File: config.mk
export PLATFORM = sky130hd
export DESIGN_NAME = proc_supervisor
export DESIGN_NICKNAME = d
export VERILOG_FILES = /design/src/rtl/proc_supervisor.sv
export SDC_FILE = /design/constraint.sdc
export NUM_CORES = 1
export LEC_CHECK = 0
export ABC_AREA = 1
export BUFFER_PORTS_ARGS = -buffer_cell sky130_fd_sc_hd__buf_2
export CAP_MARGIN = 40
export CORE_MARGIN = 2
export CORE_UTILIZATION = 40
export DETAILED_ROUTE_END_ITERATION = 16
export SLEW_MARGIN = 10
export SYNTH_ARGS = -nofsm -noshare
export SYNTH_HDL_FRONTEND = slang
export SYNTH_SLANG_ARGS = --single-unit
File: constraint.sdc
create_clock -name clk -period 1.3 [get_ports clk]
set_input_delay 0.13 -clock clk [delete_from_list [all_inputs] [get_ports clk]]
set_output_delay 0.13 -clock clk [all_outputs]
set_load 0.01 [all_outputs]
File: src/rtl/proc_supervisor.sv
module proc_supervisor #(
  parameter int TICK_DIV    = 1000,
  parameter int PULSE_TICKS = 50,
  parameter int WDOG_TICKS  = 1600
) (
  input  logic clk,
  input  logic rst_n,
  input  logic supply_ok,
  input  logic early_ok,
  input  logic wd_strobe,
  input  logic wd_enable,
  input  logic mem_ce_n_in,
  output logic cpu_rst_n,
  output logic cpu_rst,
  output logic wd_fault_n,
  output logic pwr_warn_n,
  output logic mem_ce_n_out
);

  localparam int PRW = (TICK_DIV    > 1) ? $clog2(TICK_DIV)    : 1;
  localparam int PCW = (PULSE_TICKS > 1) ? $clog2(PULSE_TICKS) : 1;
  localparam int WCW = (WDOG_TICKS  > 1) ? $clog2(WDOG_TICKS)  : 1;
  localparam logic [PRW-1:0] PRE_LAST   = PRW'(TICK_DIV - 1);
  localparam logic [PCW-1:0] PULSE_LAST = PCW'(PULSE_TICKS - 1);
  localparam logic [WCW-1:0] WDOG_LAST  = WCW'(WDOG_TICKS - 1);

  logic [1:0] sup_sync, early_sync, stb_sync;
  logic       stb_prev;
  logic       supply_s, strobe_edge;

  always_ff @(posedge clk or negedge rst_n)
    if (!rst_n) begin
      sup_sync   <= 2'b00;
      early_sync <= 2'b00;
      stb_sync   <= 2'b00;
      stb_prev   <= 1'b0;
    end else begin
      sup_sync   <= {sup_sync[0], supply_ok};
      early_sync <= {early_sync[0], early_ok};
      stb_sync   <= {stb_sync[0], wd_strobe};
      stb_prev   <= stb_sync[1];
    end

  assign supply_s    = sup_sync[1];
  assign strobe_edge = stb_sync[1] ^ stb_prev;

  logic           in_pulse;
  logic [PRW-1:0] pre_cnt;
  logic [PCW-1:0] pulse_cnt;
  logic [WCW-1:0] wd_cnt;
  logic           tick, timeout;

  assign tick    = (pre_cnt == PRE_LAST);
  assign timeout = supply_s && !in_pulse && !strobe_edge && wd_enable
                   && tick && (wd_cnt == WDOG_LAST);

  always_ff @(posedge clk or negedge rst_n)
    if (!rst_n) begin
      in_pulse  <= 1'b1;
      pre_cnt   <= '0;
      pulse_cnt <= '0;
      wd_cnt    <= '0;
    end else if (!supply_s) begin
      in_pulse  <= 1'b1;
      pre_cnt   <= '0;
      pulse_cnt <= '0;
      wd_cnt    <= '0;
    end else if (in_pulse) begin
      wd_cnt  <= '0;
      pre_cnt <= tick ? '0 : pre_cnt + 1'b1;
      if (tick) begin
        if (pulse_cnt == PULSE_LAST) begin
          in_pulse  <= 1'b0;
          pulse_cnt <= '0;
        end else begin
          pulse_cnt <= pulse_cnt + 1'b1;
        end
      end
    end else if (strobe_edge || !wd_enable) begin
      wd_cnt  <= '0;
      pre_cnt <= '0;
    end else begin
      pre_cnt <= tick ? '0 : pre_cnt + 1'b1;
      if (timeout) begin
        in_pulse <= 1'b1;
        wd_cnt   <= '0;
      end else if (tick) begin
        wd_cnt <= wd_cnt + 1'b1;
      end
    end

  logic fault_q;
  always_ff @(posedge clk or negedge rst_n)
    if (!rst_n)                         fault_q <= 1'b0;
    else if (!wd_enable || strobe_edge) fault_q <= 1'b0;
    else if (timeout)                   fault_q <= 1'b1;

  assign cpu_rst_n    = supply_s && !in_pulse;
  assign cpu_rst      = !cpu_rst_n;
  assign wd_fault_n   = !fault_q;
  assign pwr_warn_n   = early_sync[1];
  assign mem_ce_n_out = mem_ce_n_in || !supply_s;

  assert_low_supply_holds_R1: assert property (@(posedge clk) disable iff (!rst_n)
    !supply_s |=> in_pulse);

  assert_release_on_tick_R2: assert property (@(posedge clk) disable iff (!rst_n)
    $fell(in_pulse) |-> $past(tick) && $past(supply_s));

  assert_strobe_restarts_R3: assert property (@(posedge clk) disable iff (!rst_n)
    strobe_edge && supply_s && !in_pulse |=> wd_cnt == '0 && !$rose(in_pulse));

  assert_fault_with_pulse_R6: assert property (@(posedge clk) disable iff (!rst_n)
    $fell(wd_fault_n) |-> $rose(in_pulse));

  assert_disable_clears_R10: assert property (@(posedge clk) disable iff (!rst_n)
    !wd_enable |=> wd_fault_n);

  always_ff @(posedge clk)
    if (rst_n) begin
      assert_pulse_bound_R2: assert (pulse_cnt <= PULSE_LAST);
      assert_wdog_bound_R4:  assert (wd_cnt <= WDOG_LAST);
    end

endmodule

==> results.txt <==
The tools report the type of destination of the critical path as a flop. In this run the worst path has a maximum fanout of 5. In this run the deepest clock path goes through 2 buffers. In the routed layout, each cell is associated on average with a via count of 4.77. The share of layout cells above drive strength 1 was 0.349; the half-perimeter wire length after placement was 2810 um. Routing usage on met2: 0.308.

Number of placement rows: 25. The critical path is of the flop to flop type. The logs give 0 for the initial antenna violation count and 0.0414 for the met3 layer usage reported by global route.

For the routed wire length, the log shows 4200 um. In this run the most used layer during global routing was met2. The cell count after synthesis came out at 239. The tools report the overall die area as 5350 um^2. The mapped netlist covers 1910 um^2. The number of routed nets with antenna violations is 0. For the final worst clock skew, the log shows 0.0115 ns. The cell depth of the worst flop-to-flop path works out to 9. The share of the cycle needed by the critical path after routing was 1.09.

The cell family contributing the most delay on the critical path was simple AND/OR/NAND/NOR gates. The repair_antennas step left the layout with diodes totalling 0. The worst-case IR drop observed on VDD is 0.745 mV. The sequential area share after synthesis was 0.472; the remaining max-slew budget at the tightest pin was 0.832. After clock tree synthesis, the clock-pin slew on the worst setup and hold paths is 0.08 ns. The count of synthesis-stage warnings from yosys came out at 0. For the largest net degree at the start of global routing, the log shows 37. The reg-to-reg critical path endpoint was wd_cnt[6]$_DFFE_PN0P_.

The run gives 250 as the synthesized netlist net count. The total of max-cap violations is 0, and the count of buffers inserted at the top-level ports is 11. The signal on the critical path passes through ha_4 -> nand2_4 -> nor2_4 -> nand2_4 -> nor2_8 -> buf_4 -> nand3_4 -> nand2_1 -> nand2_2. In this run the cell area measured after placement is 2250 um^2. The final core utilization is 0.574, and the cell count along the critical path is 9.

Clock tree synthesis inserted a total of 5 buffers. The kind of path behind the tightest hold check is input port to async pin. The largest stage delay on the critical path was 0.40 ns; the vertical die dimension was 73.1 um.

The top cell type's share of synthesized area is 0.458. Yosys mapped the design onto 26 distinct sky130hd cell types. Static timing analysis puts the maximum clock frequency at 708 MHz. STA classifies the critical path startpoint as a flop. The later-pin clock latency in the skew report was 0.30 ns. In this run the power density over the cells is 849 nW/um^2. Data on the critical path arrives at its endpoint at 1.60 ns.

For the overall global routing resource usage, the log shows 0.174. The global-route wire length before repair was 7160 um; the worst setup margin was -0.113 ns. The number of global-route vias before repair came out at 1644. The tools report the buffer type at the clock tree root as clkbuf_8. The floorplan step set the die width to 73.1 um. The run finished, with violations left. Minimum setup slack among reg-to-reg paths: -0.11 ns. The number of max-slew violations in the final report was 0. The met1 layer usage reported by global route was 0.208; the mean instance size in the synthesized netlist was 7.99 um^2. Setup repair after global routing could not meet its margin everywhere. Counting I/O delays and the setup requirement, the final critical path takes 1.41 ns.

The run gives 0.410 as the starting utilization of the core area. The level count of the clock H-tree was 2. The clock sink total was 36. For the setup TNS, the log shows -2.05 ns.

In this run, synthesis produced a sequential element count of 36. The cell with the largest stage delay on the worst path was dfrtp_1. In this run the critical register-to-register path is launched from pre_cnt[1]$_DFF_PN0_. The detailed-route wire length per cell works out to 11.9 um. Setup violations remaining at the end of the flow were counted as 30. The dominant cell type by area after synthesis was dfrtp_1. The most numerous cell type found on the critical path is nand2_4. The count of nets after finishing came out at 308. The number of iterations in the first detailed-routing pass is 4.

The final reports fail on negative setup slack. The core area is 4660 um^2, and the critical path buffer and inverter count is 1. For this design the top-level I/O count stands at 12.

In this run the static leakage power is 0.00136 uW. The post-synthesis to final-layout area growth is 40.0%, and the aggregate global routing overflow is 0. Data on the critical path is required at its endpoint by 1.48 ns. Once layout is done, the placed cells without fillers occupy 2680 um^2. The logs give 78 for the detailed router's first-iteration violation count and 0 for the final hold violation count. The number of remaining DRC errors was 0. Yosys attributes the largest share of cell area to dfrtp_1 46%, nand2_1 13%, inv_1 7.1%, nor2_1 4.7%, nand3_1 4.5%. For the pin with the worst max-slew slack, the measured transition is 0.250 ns.

The tools report the final weighted congestion in routability-driven placement as 0.794. The layout has 414 filler cells. The vias after detailed routing came out at 1678. TritonCTS built the clock tree.
-- cells by family (layout without fill, tap and decap cells) --
| logic type | count (synthesis) | count (layout) | share of synthesized area |
|---|---|---|---|
| adder cells (fa/ha/maj) | 4 | 4 | 0.0262 |
| AO/OA/AOI/OAI | 15 | 15 | 0.0426 |
| buffers and inverters | 39 | 96 | 0.0773 |
| flip-flops | 36 | 36 | 0.472 |
| XOR/XNOR | 6 | 6 | 0.0275 |
| AND/OR/NAND/NOR | 139 | 141 | 0.354 |
-- Yosys cell counts --
library cell and number:
a21oi_1 1, a31oi_1 1, buf_2 1, dfrtp_1 35, dfstp_2 1, ha_1 4
inv_1 36, inv_2 2, nand2_1 67, nand2_2 4, nand2_4 1, nand3_1 17
nand3_2 3, nand3b_1 2, nand4_1 6, nor2_1 24, nor2_4 3, nor2_8 1
nor3_1 5, nor3_4 1, nor3b_1 4, o21ai_0 6, o21ai_1 5, o21bai_1 2
or2_2 1, xor2_1 6
-- worst min-delay path, cell delays in order --
cell and delay [ns]:
dlygate4sd3_1 0.52, buf_2 0.12, buf_12 0.22
-- through the flow --
step / cells / power [uW] / hold slack (ns) / setup WS, ns
6_report: 352 / 2270 / 0.317 / -0.113
5_1_grt: 352 / 2360 / 0.341 / -0.205
4_1_cts: 351 / 2290 / 0.330 / -0.149
3_5_place_dp: 329 / 1290 / 0.109 / -0.157
3_3_place_gp: 329 / 1290 / 0.108 / -0.118
2_1_floorplan: 239 / 1220 / -0.166 / -0.00834
-- worst max path at each step --
| stage | from | end | slack [ns] |
|---|---|---|---|
| 3_5_place_dp | pre_cnt[0]$_DFF_PN0_ | wd_cnt[0]$_DFFE_PN0P_ | -0.16 |
| 4_1_cts | pre_cnt[1]$_DFF_PN0_ | wd_cnt[0]$_DFFE_PN0P_ | -0.15 |
| 2_1_floorplan | pre_cnt[0]$_DFF_PN0_ | wd_cnt[7]$_DFFE_PN0P_ | -0.008 |
| 3_3_place_gp | pre_cnt[0]$_DFF_PN0_ | pre_cnt[8]$_DFF_PN0_ | -0.12 |
| 5_1_grt | pre_cnt[1]$_DFF_PN0_ | wd_cnt[0]$_DFFE_PN0P_ | -0.21 |
| 6_report | pre_cnt[1]$_DFF_PN0_ | wd_cnt[6]$_DFFE_PN0P_ | -0.11 |
-- sequential cells by signal, indices dropped and copies added (netlist names) --
register and cells:
early_sync 2, fault_q 1, in_pulse 1, pre_cnt 10, pulse_cnt 6, stb_prev 1
stb_sync 2, sup_sync 2, wd_cnt 11
-- routing by layer --
metal  vias up  wire, um
li1        868         -
met1       785      1860
met2        18      2170
met3         7       117
met4         0        51
met5         -         0
-- placed cells by master (no fill, tap or decap), drive strengths merged --
cell type / Yosys / routed
nand3: 20 / 21
buf: 1 / 46
nor3b: 4 / 4
dfstp: 1 / 1
o21ai: 11 / 11
or2: 1 / 1
nand2: 72 / 72
dlygate4sd3: 0 / 4
nor2: 28 / 29
clkinv: 0 / 1
dfrtp: 35 / 35
ha: 4 / 4
nor3: 6 / 6
a21oi: 1 / 1
a31oi: 1 / 1
nand4: 6 / 6
bufinv: 0 / 1
inv: 38 / 38
xor2: 6 / 6
clkinvlp: 0 / 1
nand3b: 2 / 2
o21bai: 2 / 2
clkbuf: 0 / 5
-- power by group --
group	internal, uW	leakage, uW	switching, uW	total [uW]
clock	567	0.0000541	406	974
sequential	1140	0.000479	18.4	1160
combinational	63.3	0.000831	75.5	139
-- area by class of cell --
| class | instances | area, um^2 | area share |
|---|---|---|---|
| timing repair buffer | 50 | 400 | 0.150 |
| inverter | 38 | 148 | 0.0552 |
| clock buffer | 5 | 68.8 | 0.0257 |
| clock inverter | 3 | 42.5 | 0.0159 |
| multi-input combinational | 166 | 1040 | 0.391 |
| sequential | 36 | 903 | 0.338 |
| tap | 54 | 67.6 | 0.0253 |
-- timing repair --
action / in CTS / in global routing
setup buffers: 8 / 1
hold buffers: 4 / 0
endpoints found under the setup margin: 29 / 32
cloned: 2 / 0
gates resized for setup: 21 / 26
pin swaps: 9 / 5
hold endpoints to repair: 38 / 0
No activity file was read; power rests on OpenSTA's default activity.
